`config.mk`:
```
export PLATFORM = sky130hd
export DESIGN_NAME = xswitch_ctrl_bank
export DESIGN_NICKNAME = d
export VERILOG_FILES = /design/src/rtl/xsw_pkg.sv /design/src/rtl/xsw_sync.sv /design/src/rtl/xsw_i2c_slave.sv /design/src/rtl/xsw_regbank.sv /design/src/rtl/xsw_resolve.sv /design/src/rtl/xswitch_ctrl_bank.sv
export SDC_FILE = /design/constraint.sdc
export NUM_CORES = 1
export LEC_CHECK = 0
export ABC_AREA = 1
export BUFFER_PORTS_ARGS = -buffer_cell sky130_fd_sc_hd__buf_4
export CORE_UTILIZATION = 59
export DETAILED_ROUTE_END_ITERATION = 7
export GPL_TIMING_DRIVEN = 0
export PLACE_DENSITY_LB_ADDON = 0.12
export SETUP_SLACK_MARGIN = 0.1
export SYNTH_ARGS = -nofsm -noshare
export SYNTH_HDL_FRONTEND = slang
export SYNTH_SLANG_ARGS = --single-unit
```
`constraint.sdc`:
```
create_clock -name clk -period 2 [get_ports clk]
set_input_delay 0.2 -clock clk [delete_from_list [all_inputs] [get_ports clk]]
set_output_delay 0.2 -clock clk [all_outputs]
set_load 0.02 [all_outputs]
```
`src/rtl/xsw_pkg.sv`:
```
package xsw_pkg;
    localparam int NCH   = 3;
    localparam int MASKW = NCH + 2;
    localparam int REGW  = 5;
    localparam int PEW   = 2 * NCH;

    localparam logic [7:0] A_MASK = 8'h00;
    localparam logic [7:0] A_CH0  = 8'h01;
    localparam logic [7:0] A_GLB  = 8'h04;

    typedef struct packed {
        logic       dis;
        logic       lb;
        logic       eq;
        logic [1:0] pe;
    } chan_cfg_t;

    typedef struct packed {
        logic bicast;
        logic sel;
    } glob_cfg_t;

    typedef struct packed {
        logic [NCH-1:0] lb;
        logic           sel;
        logic           bicast;
        logic [NCH-1:0] eq;
        logic [PEW-1:0] pe;
    } pin_bus_t;

    typedef struct packed {
        logic [NCH-1:0] lb;
        logic           sel;
        logic           bicast;
        logic [NCH-1:0] eq;
        logic [PEW-1:0] pe;
        logic [NCH-1:0] oe;
    } ctl_bus_t;

    typedef enum logic [2:0] {
        ST_IDLE, ST_ADDR, ST_PTR, ST_WR, ST_RD, ST_WAIT
    } slv_st_t;

    function automatic logic pick(input logic use_reg, input logic reg_v, input logic pin_v);
        return use_reg ? reg_v : pin_v;
    endfunction
endpackage

```
`src/rtl/xsw_sync.sv`:
```
module xsw_sync #(
    parameter int W = 1
) (
    input  logic         clk,
    input  logic         rst,
    input  logic [W-1:0] d,
    output logic [W-1:0] q
);
    logic [W-1:0] meta_q;
    logic [W-1:0] out_q;

    always_ff @(posedge clk) begin
        if (rst) begin
            meta_q <= '0;
            out_q  <= '0;
        end else begin
            meta_q <= d;
            out_q  <= meta_q;
        end
    end

    assign q = out_q;
endmodule

```
`src/rtl/xsw_i2c_slave.sv`:
```
module xsw_i2c_slave
    import xsw_pkg::*;
#(
    parameter logic [6:0] DEV_ADDR = 7'h48
) (
    input  logic            clk,
    input  logic            rst,
    input  logic            scl_s,
    input  logic            sda_s,
    output logic            sda_oe,
    output logic            wr_en,
    output logic [7:0]      wr_addr,
    output logic [REGW-1:0] wr_data,
    output logic [7:0]      rd_addr,
    input  logic [7:0]      rd_data
);
    localparam logic [3:0] BITS = 4'd8;

    slv_st_t         state;
    logic [3:0]      bitcnt;
    logic [7:0]      shreg;
    logic [7:0]      txreg;
    logic [7:0]      ptr;
    logic            sda_oe_q;
    logic            in_ack;
    logic            mack;
    logic            wr_en_q;
    logic [7:0]      wr_addr_q;
    logic [REGW-1:0] wr_data_q;
    logic            scl_d;
    logic            sda_d;

    always_ff @(posedge clk) begin
        if (rst) begin
            scl_d <= 1'b0;
            sda_d <= 1'b0;
        end else begin
            scl_d <= scl_s;
            sda_d <= sda_s;
        end
    end

    wire scl_rise  = scl_s & ~scl_d;
    wire scl_fall  = ~scl_s & scl_d;
    wire start_det = scl_s & scl_d & sda_d & ~sda_s;
    wire stop_det  = scl_s & scl_d & ~sda_d & sda_s;

    always_ff @(posedge clk) begin
        if (rst) begin
            state     <= ST_IDLE;
            bitcnt    <= '0;
            shreg     <= '0;
            txreg     <= '0;
            ptr       <= '0;
            sda_oe_q  <= 1'b0;
            in_ack    <= 1'b0;
            mack      <= 1'b0;
            wr_en_q   <= 1'b0;
            wr_addr_q <= '0;
            wr_data_q <= '0;
        end else begin
            wr_en_q <= 1'b0;
            if (start_det) begin
                state    <= ST_ADDR;
                bitcnt   <= '0;
                in_ack   <= 1'b0;
                mack     <= 1'b0;
                sda_oe_q <= 1'b0;
            end else if (stop_det) begin
                state    <= ST_IDLE;
                bitcnt   <= '0;
                in_ack   <= 1'b0;
                mack     <= 1'b0;
                sda_oe_q <= 1'b0;
            end else begin
                case (state)
                    ST_ADDR, ST_PTR, ST_WR: begin
                        if (in_ack) begin
                            if (scl_fall) begin
                                in_ack   <= 1'b0;
                                sda_oe_q <= 1'b0;
                                bitcnt   <= '0;
                            end
                        end else if (scl_rise && bitcnt != BITS) begin
                            shreg  <= {shreg[6:0], sda_s};
                            bitcnt <= bitcnt + 4'd1;
                        end else if (scl_fall && bitcnt == BITS) begin
                            bitcnt <= '0;
                            if (state == ST_ADDR) begin
                                if (shreg[7:1] == DEV_ADDR) begin
                                    in_ack   <= 1'b1;
                                    sda_oe_q <= 1'b1;
                                    state    <= shreg[0] ? ST_RD : ST_PTR;
                                end else begin
                                    state <= ST_WAIT;
                                end
                            end else if (state == ST_PTR) begin
                                ptr      <= shreg;
                                in_ack   <= 1'b1;
                                sda_oe_q <= 1'b1;
                                state    <= ST_WR;
                            end else begin
                                wr_en_q   <= 1'b1;
                                wr_addr_q <= ptr;
                                wr_data_q <= shreg[REGW-1:0];
                                ptr       <= ptr + 8'd1;
                                in_ack    <= 1'b1;
                                sda_oe_q  <= 1'b1;
                            end
                        end
                    end
                    ST_RD: begin
                        if (in_ack || mack) begin
                            if (mack && scl_rise) begin
                                if (sda_s) begin
                                    state <= ST_WAIT;
                                    mack  <= 1'b0;
                                end else begin
                                    ptr <= ptr + 8'd1;
                                end
                            end else if (scl_fall) begin
                                in_ack   <= 1'b0;
                                mack     <= 1'b0;
                                txreg    <= rd_data;
                                sda_oe_q <= ~rd_data[7];
                                bitcnt   <= '0;
                            end
                        end else if (scl_rise) begin
                            bitcnt <= bitcnt + 4'd1;
                        end else if (scl_fall) begin
                            if (bitcnt == BITS) begin
                                sda_oe_q <= 1'b0;
                                mack     <= 1'b1;
                            end else begin
                                txreg    <= {txreg[6:0], 1'b0};
                                sda_oe_q <= ~txreg[6];
                            end
                        end
                    end
                    default: ;
                endcase
            end
        end
    end

    assign sda_oe  = sda_oe_q;
    assign wr_en   = wr_en_q;
    assign wr_addr = wr_addr_q;
    assign wr_data = wr_data_q;
    assign rd_addr = ptr;

    // the slave only moves SDA while SCL is low
    p_sda_scl_low_r10: assert property (@(posedge clk) disable iff (rst)
        !$stable(sda_oe_q) |-> !scl_d);

    // a STOP always returns the engine to idle
    p_stop_idles_r10: assert property (@(posedge clk) disable iff (rst)
        stop_det |=> state == ST_IDLE);

    // each register write coincides with the slave acknowledge
    p_write_acked_r7: assert property (@(posedge clk) disable iff (rst)
        wr_en_q |-> sda_oe_q);

    // a master NACK ends the read
    p_nack_ends_read_r8: assert property (@(posedge clk) disable iff (rst)
        (state == ST_RD && mack && scl_rise && sda_s && !start_det && !stop_det) |=> state == ST_WAIT);
endmodule

```
`src/rtl/xsw_regbank.sv`:
```
module xsw_regbank
    import xsw_pkg::*;
(
    input  logic                      clk,
    input  logic                      rst,
    input  logic                      wr_en,
    input  logic [7:0]                wr_addr,
    input  logic [REGW-1:0]           wr_data,
    input  logic [7:0]                rd_addr,
    output logic [7:0]                rd_data,
    output logic [MASKW-1:0]          mask_o,
    output chan_cfg_t [NCH-1:0]       chan_o,
    output glob_cfg_t                 glob_o
);
    logic [MASKW-1:0]    mask_q;
    chan_cfg_t [NCH-1:0] chan_q;
    glob_cfg_t           glob_q;

    always_ff @(posedge clk) begin
        if (rst) begin
            mask_q <= '0;
            glob_q <= '0;
        end else if (wr_en) begin
            if (wr_addr == A_MASK) mask_q <= wr_data[MASKW-1:0];
            if (wr_addr == A_GLB)  glob_q <= wr_data[1:0];
        end
    end

    for (genvar i = 0; i < NCH; i++) begin : g_chan
        localparam logic [7:0] MY_ADDR = A_CH0 + 8'(i);
        always_ff @(posedge clk) begin
            if (rst)                              chan_q[i] <= '0;
            else if (wr_en && wr_addr == MY_ADDR) chan_q[i] <= wr_data;
        end
    end

    always_comb begin
        rd_data = 8'h00;
        if (rd_addr == A_MASK) rd_data = 8'(mask_q);
        if (rd_addr == A_GLB)  rd_data = 8'(glob_q);
        for (int i = 0; i < NCH; i++) begin
            if (rd_addr == A_CH0 + 8'(i)) rd_data = 8'(chan_q[i]);
        end
    end

    assign mask_o = mask_q;
    assign chan_o = chan_q;
    assign glob_o = glob_q;

    // unmapped addresses read as zero
    p_unmapped_zero_r6: assert property (@(posedge clk) disable iff (rst)
        (rd_addr > A_GLB) |-> rd_data == 8'h00);

    // a write to the global register lands select/bicast in bits 0/1
    p_glob_write_r5: assert property (@(posedge clk) disable iff (rst)
        (wr_en && wr_addr == A_GLB) |=> glob_q == $past(wr_data[1:0]));
endmodule

```
`src/rtl/xsw_resolve.sv`:
```
module xsw_resolve
    import xsw_pkg::*;
(
    input  logic                clk,
    input  logic                rst,
    input  logic                mode_s,
    input  pin_bus_t            pin_s,
    input  logic [MASKW-1:0]    mask_i,
    input  chan_cfg_t [NCH-1:0] chan_i,
    input  glob_cfg_t           glob_i,
    output ctl_bus_t            ctl_o
);
    ctl_bus_t nxt;
    ctl_bus_t ctl_q;

    always_comb begin
        nxt = '0;
        if (!mode_s) begin
            nxt.lb     = pin_s.lb;
            nxt.sel    = pin_s.sel;
            nxt.bicast = pin_s.bicast;
            nxt.eq     = pin_s.eq;
            nxt.pe     = pin_s.pe;
            nxt.oe     = '1;
        end else begin
            for (int i = 0; i < NCH; i++) begin
                nxt.lb[i]       = pick(mask_i[i], chan_i[i].lb, pin_s.lb[i]);
                nxt.eq[i]       = chan_i[i].eq;
                nxt.pe[2*i +: 2] = chan_i[i].pe;
                nxt.oe[i]       = ~chan_i[i].dis;
            end
            nxt.sel    = pick(mask_i[NCH],   glob_i.sel,    pin_s.sel);
            nxt.bicast = pick(mask_i[NCH+1], glob_i.bicast, pin_s.bicast);
        end
    end

    always_ff @(posedge clk) begin
        if (rst) ctl_q <= '0;
        else     ctl_q <= nxt;
    end

    assign ctl_o = ctl_q;

    // pin mode keeps every output enabled
    p_pinmode_enabled_r2: assert property (@(posedge clk) disable iff (rst)
        !mode_s |=> ctl_q.oe == '1);

    for (genvar i = 0; i < NCH; i++) begin : g_chk
        // a set mask bit routes the register loopback bit
        p_mask_src_r4: assert property (@(posedge clk) disable iff (rst)
            (mode_s && mask_i[i]) |=> ctl_q.lb[i] == $past(chan_i[i].lb));
        // register mode equalizer comes from the channel register
        p_eq_from_reg_r3: assert property (@(posedge clk) disable iff (rst)
            mode_s |=> ctl_q.eq[i] == $past(chan_i[i].eq));
    end
endmodule

```
`src/rtl/xswitch_ctrl_bank.sv`:
```
module xswitch_ctrl_bank
    import xsw_pkg::*;
#(
    parameter logic [6:0] DEV_ADDR = 7'h48
) (
    input  logic           clk,
    input  logic           rst,
    input  logic           scl_i,
    input  logic           sda_i,
    output logic           sda_oe,
    input  logic           mode_i,
    input  logic [NCH-1:0] pin_lb_i,
    input  logic           pin_sel_i,
    input  logic           pin_bicast_i,
    input  logic [NCH-1:0] pin_eq_i,
    input  logic [PEW-1:0] pin_pe_i,
    output logic [NCH-1:0] lb_o,
    output logic           sel_o,
    output logic           bicast_o,
    output logic [NCH-1:0] eq_o,
    output logic [PEW-1:0] pe_o,
    output logic [NCH-1:0] oe_o
);
    localparam int PINW = 1 + $bits(pin_bus_t);

    logic [1:0]          bus_s;
    logic [PINW-1:0]     pin_raw;
    logic [PINW-1:0]     pin_sync;
    pin_bus_t            pins_in;
    pin_bus_t            pins_s;
    logic                mode_s;
    logic                wr_en;
    logic [7:0]          wr_addr;
    logic [REGW-1:0]     wr_data;
    logic [7:0]          rd_addr;
    logic [7:0]          rd_data;
    logic [MASKW-1:0]    mask;
    chan_cfg_t [NCH-1:0] chan;
    glob_cfg_t           glob;
    ctl_bus_t            ctl;

    xsw_sync #(.W(2)) u_bus_sync (
        .clk(clk), .rst(rst), .d({scl_i, sda_i}), .q(bus_s)
    );

    always_comb begin
        pins_in.lb     = pin_lb_i;
        pins_in.sel    = pin_sel_i;
        pins_in.bicast = pin_bicast_i;
        pins_in.eq     = pin_eq_i;
        pins_in.pe     = pin_pe_i;
    end

    assign pin_raw = {mode_i, pins_in};

    xsw_sync #(.W(PINW)) u_pin_sync (
        .clk(clk), .rst(rst), .d(pin_raw), .q(pin_sync)
    );

    assign mode_s = pin_sync[PINW-1];
    assign pins_s = pin_sync[PINW-2:0];

    xsw_i2c_slave #(.DEV_ADDR(DEV_ADDR)) u_slave (
        .clk(clk), .rst(rst), .scl_s(bus_s[1]), .sda_s(bus_s[0]), .sda_oe(sda_oe),
        .wr_en(wr_en), .wr_addr(wr_addr), .wr_data(wr_data),
        .rd_addr(rd_addr), .rd_data(rd_data)
    );

    xsw_regbank u_regs (
        .clk(clk), .rst(rst), .wr_en(wr_en), .wr_addr(wr_addr), .wr_data(wr_data),
        .rd_addr(rd_addr), .rd_data(rd_data),
        .mask_o(mask), .chan_o(chan), .glob_o(glob)
    );

    xsw_resolve u_resolve (
        .clk(clk), .rst(rst), .mode_s(mode_s), .pin_s(pins_s),
        .mask_i(mask), .chan_i(chan), .glob_i(glob), .ctl_o(ctl)
    );

    assign lb_o     = ctl.lb;
    assign sel_o    = ctl.sel;
    assign bicast_o = ctl.bicast;
    assign eq_o     = ctl.eq;
    assign pe_o     = ctl.pe;
    assign oe_o     = ctl.oe;
endmodule

```
==> results.py <==
metrics = {
    "sta": {
        "fin_tns_setup_ns": 0,
        "period_share": 0.9277,
        "finClkSkew_ns": 0.005474,
        "rsz0062_at_grt": "true",
        "setup_viol_count_final": 0,
        "worst_slew_margin_rel": 0.5077,
        "period_minus_slack_ns": 1.855,
        "setup_ws_ns": 0.1446,
        "fmax_mhz": 539.0,
        "holdWs_ns": 0.2622,
        "drv_slew": 0,
        "hold_viol": 0,
        "tightest_slew_ns": 0.7385,
    },
    "floorplanning": {
        "core_area_um2": 8299,
        "initial_core_util": 0.6150,
        "pin_count": 37,
        "std_cell_rows": 33,
        "die_area_um2": 9026,
        "die_w_um": 95.01,
        "die_h_um": 95.01,
    },
    "clock_tree": {
        "numCtsBuffers": 17,
        "cts_buffer_depth": 2,
        "clockRootBuffer": "clkbuf_8",
        "cts_tree": "built",
        "numClockSinks": 122,
        "htreeDepth": 4,
        "clk_pin_slew_worst_paths_ns": 0.06,
        "insertion_delay_ns": 0.52,
    },
    "cells_and_area": {
        "synthToLayoutAreaGrowth_pct": 23.31,
        "nets": 786,
        "diodes": 0,
        "fin_cells": 879,
        "postLayoutCoreUtil": 0.7583,
        "fillCellCount": 626,
        "drive_gt1_frac": 0.1667,
    },
    "global_routing": {
        "grt_max_degree": 17,
        "overflow": 0,
        "grt_pass1_vias": 4421,
        "grt_pass1_wl_um": 20070,
        "antenna_found_initial": 0,
        "grt_usage": 0.2937,
    },
    "worst_setup_path": {
        "crit_start": "u_slave.bitcnt[0]",
        "r2r_slack_ns": 0.14,
        "end_kind": "flip-flop",
        "cp_max_fo": 5,
        "r2r-start": "u_slave.bitcnt[0]",
        "cp.arrival_ns": 2.30,
        "setup.worst_path.end": "u_slave.wr_data[1]",
        "cp.required_ns": 2.44,
        "start_kind": "flip-flop",
        "setup.worst_path.class": "flip-flop to flip-flop",
        "r2r_cells": 11,
        "r2r-end": "u_slave.wr_data[1]",
    },
    "routing": {
        "route.antenna.remaining_nets": 0,
        "via_per_inst": 5.330,
        "routedWlPerCell_um": 14.24,
        "drt_first_iter_violations": 249,
        "wl_met2_um": 6164,
        "vias": 4685,
        "first_pass_iters": 6,
        "wl_met3_um": 646,
        "highest_layer": "met4",
        "wl_um": 12520,
        "wl_met1_um": 5404,
        "drc_errors": 0,
    },
    "run_status": {
        "status": "finished, final reports clean",
    },
    "yosys": {
        "ys_ff_latch": 122,
        "synthesis.area_um2": 5104,
        "synth_cells": 688,
        "synth_xor_area_frac": 0,
        "syn_nets": 713,
        "synth-edff-count": 0,
        "synth_cell_types": 35,
        "synthMuxAreaShare": 0,
        "yosys_warnings": 0,
        "ys_seq_area_frac": 0.4785,
        "synth_simple_gate_area_frac": 0.2430,
        "synth_compound_area_frac": 0.1655,
        "synth_top_family_by_area": "simple AND/OR/NAND/NOR gates",
        "yosys.area_share.adder": 0.01471,
        "syn_avg_cell_area_um2": 7.418,
        "synth_flop_cell": "dfxtp_1",
        "synthArstFlopShare": 0,
    },
    "placement": {
        "placed_cells": 828,
        "hpwl_um": 8308,
        "pre_cts_slack_ns": 0.1728,
        "gp_congestion": 0.9044,
        "port_buffers": 35,
    },
    "power": {
        "leakage_nw": 2.714,
        "internal_power_mw": 4.751,
        "peakVddDrop_mv": 0.8047,
        "p_comb_frac": 0.174,
        "sw_frac_of_total": 0.3040,
        "power_frac_seq": 0.387,
        "cellPowerDensity_nw_per_um2": 1085,
        "power.switching_mw": 2.075,
        "pwr-share-clk": 0.439,
    },
    "hold_path": {
        "hold_class": "primary input to flip-flop",
        "holdCritStartpoint": "rst",
    },
    "run": {
        "cap_violations": 0,
    },
}
## stage by stage
stage	instance area [um2]	total power [mW]
finish	6294	6.827
global route	6294	7.099
CTS	6250	6.794
detailed placement	5498	3.813
global placement	5498	3.775
floorplan	5104	3.547
## per-layer routing
layer | vias up | GRT usage
met3 | 30 | 0.06683
met2 | 140 | 0.5090
met1 | 2182 | 0.3483
li1 | 2333 | -
met4 | 0 | 0.1199
met5 | - | 0
## logic make-up after synthesis
| kind of cell | after synthesis |
|---|---|
| AND/OR/NAND/NOR | 277 |
| buffers and inverters | 126 |
| flip-flops | 122 |
| adder cells (fa/ha/maj) | 6 |
| AO/OA/AOI/OAI | 157 |
## cells in the mapped netlist, types with 3 or more instances
cell type / count / area, um2
a21oi_2: 5 / 43.79
inv_2: 8 / 30.03
o211ai_1: 3 / 22.52
nand2_1: 77 / 289.0
o21ai_0: 65 / 325.3
ha_1: 6 / 75.07
nand3_1: 19 / 95.09
nor2_4: 5 / 56.30
buf_2: 3 / 15.01
nand2_2: 9 / 56.30
dfxtp_1: 122 / 2442
nor3_2: 5 / 50.05
o21ai_1: 19 / 95.09
nand3_2: 3 / 30.03
clkbuf_1: 13 / 48.80
nor2_1: 133 / 499.2
nor2_2: 6 / 37.54
inv_1: 96 / 360.4
nand4_1: 3 / 18.77
a21oi_1: 57 / 285.3
nor3_1: 12 / 60.06
buf_6: 3 / 33.78
## worst min-delay path by stage
stage,to,slack (ns),cells after the start
6_report,u_slave.wr_data[2],0.26,4
5_1_grt,u_slave.wr_data[0],0.29,4
4_1_cts,u_slave.wr_data[0],0.24,4
3_5_place_dp,u_pin_sync.q[10],0.39,2
3_3_place_gp,u_pin_sync.q[4],0.39,2
2_1_floorplan,u_bus_sync.meta_q[0],0.31,2
## critical path, cell delays in order, from the launching register on
cell	delay, ns
dfxtp_1	0.33
inv_2	0.08
ha_1	0.16
nand2_2	0.07
nor2_4	0.18
nand2_2	0.11
nor3_4	0.26
nand3_4	0.14
inv_2	0.10
buf_4	0.11
o21ai_0	0.06
a21oi_1	0.16
## sequential cells by signal, summed over array words and instances (netlist names), 2 cells and up
signal / count
u_slave.shreg: 8
u_regs.glob_o: 2
u_slave.rd_addr: 8
u_pin_sync.q: 15
u_bus_sync.q: 2
u_slave.wr_data: 5
u_regs.chan_o: 15
u_slave.wr_addr: 8
u_slave.state: 3
u_slave.txreg: 7
u_regs.mask_o: 5
u_resolve.ctl_o: 17
u_bus_sync.meta_q: 2
u_pin_sync.meta_q: 15
u_slave.bitcnt: 4
## power by group through the flow
stage | Clock [mW] | Sequential (mW) | Combinational [mW]
floorplan | 0 | 2.70 | 0.847
global placement | 0 | 2.69 | 1.09
detailed placement | 0 | 2.69 | 1.12
CTS | 3.00 | 2.64 | 1.16
global route | 3.12 | 2.66 | 1.32
finish | 3.00 | 2.64 | 1.19
## layout make-up
class | count | area (um2) | area share
multi-input combinational | 440 | 2188 | 0.3477
timing repair buffer | 54 | 447.9 | 0.07117
buffer | 21 | 105.1 | 0.01670
clock inverter | 15 | 167.7 | 0.02664
tap | 105 | 131.4 | 0.02087
clock buffer | 17 | 414.1 | 0.06581
sequential | 122 | 2442 | 0.3881
inverter | 105 | 396.6 | 0.06302
## cells in the final DEF, fill, tap and decap left out, drive strengths merged
master and count:
a41oi 1, o21ai 85, nand4 3, clkinv 8
o31ai 1, nand3b 1, a21oi 62, or2 2
nand3 22, clkbuf 30, inv 109, o22ai 2
a211oi 1, dfxtp 122, nand2 87, buf 45
ha 6, a21o 1, clkinvlp 1, bufinv 2
dlygate4sd3 17, nor3 18, nor2 144, a21boi 1
o211ai 3
## timing repair
| action | CTS | global route |
|---|---|---|
| endpoints found under the hold margin | 17 | 0 |
| setup endpoints to repair | 0 | 23 |
| hold buffers | 17 | 0 |
| buffers inserted | 0 | 2 |
| gates resized for setup | 0 | 8 |
Power figures use the tool's default switching activity.
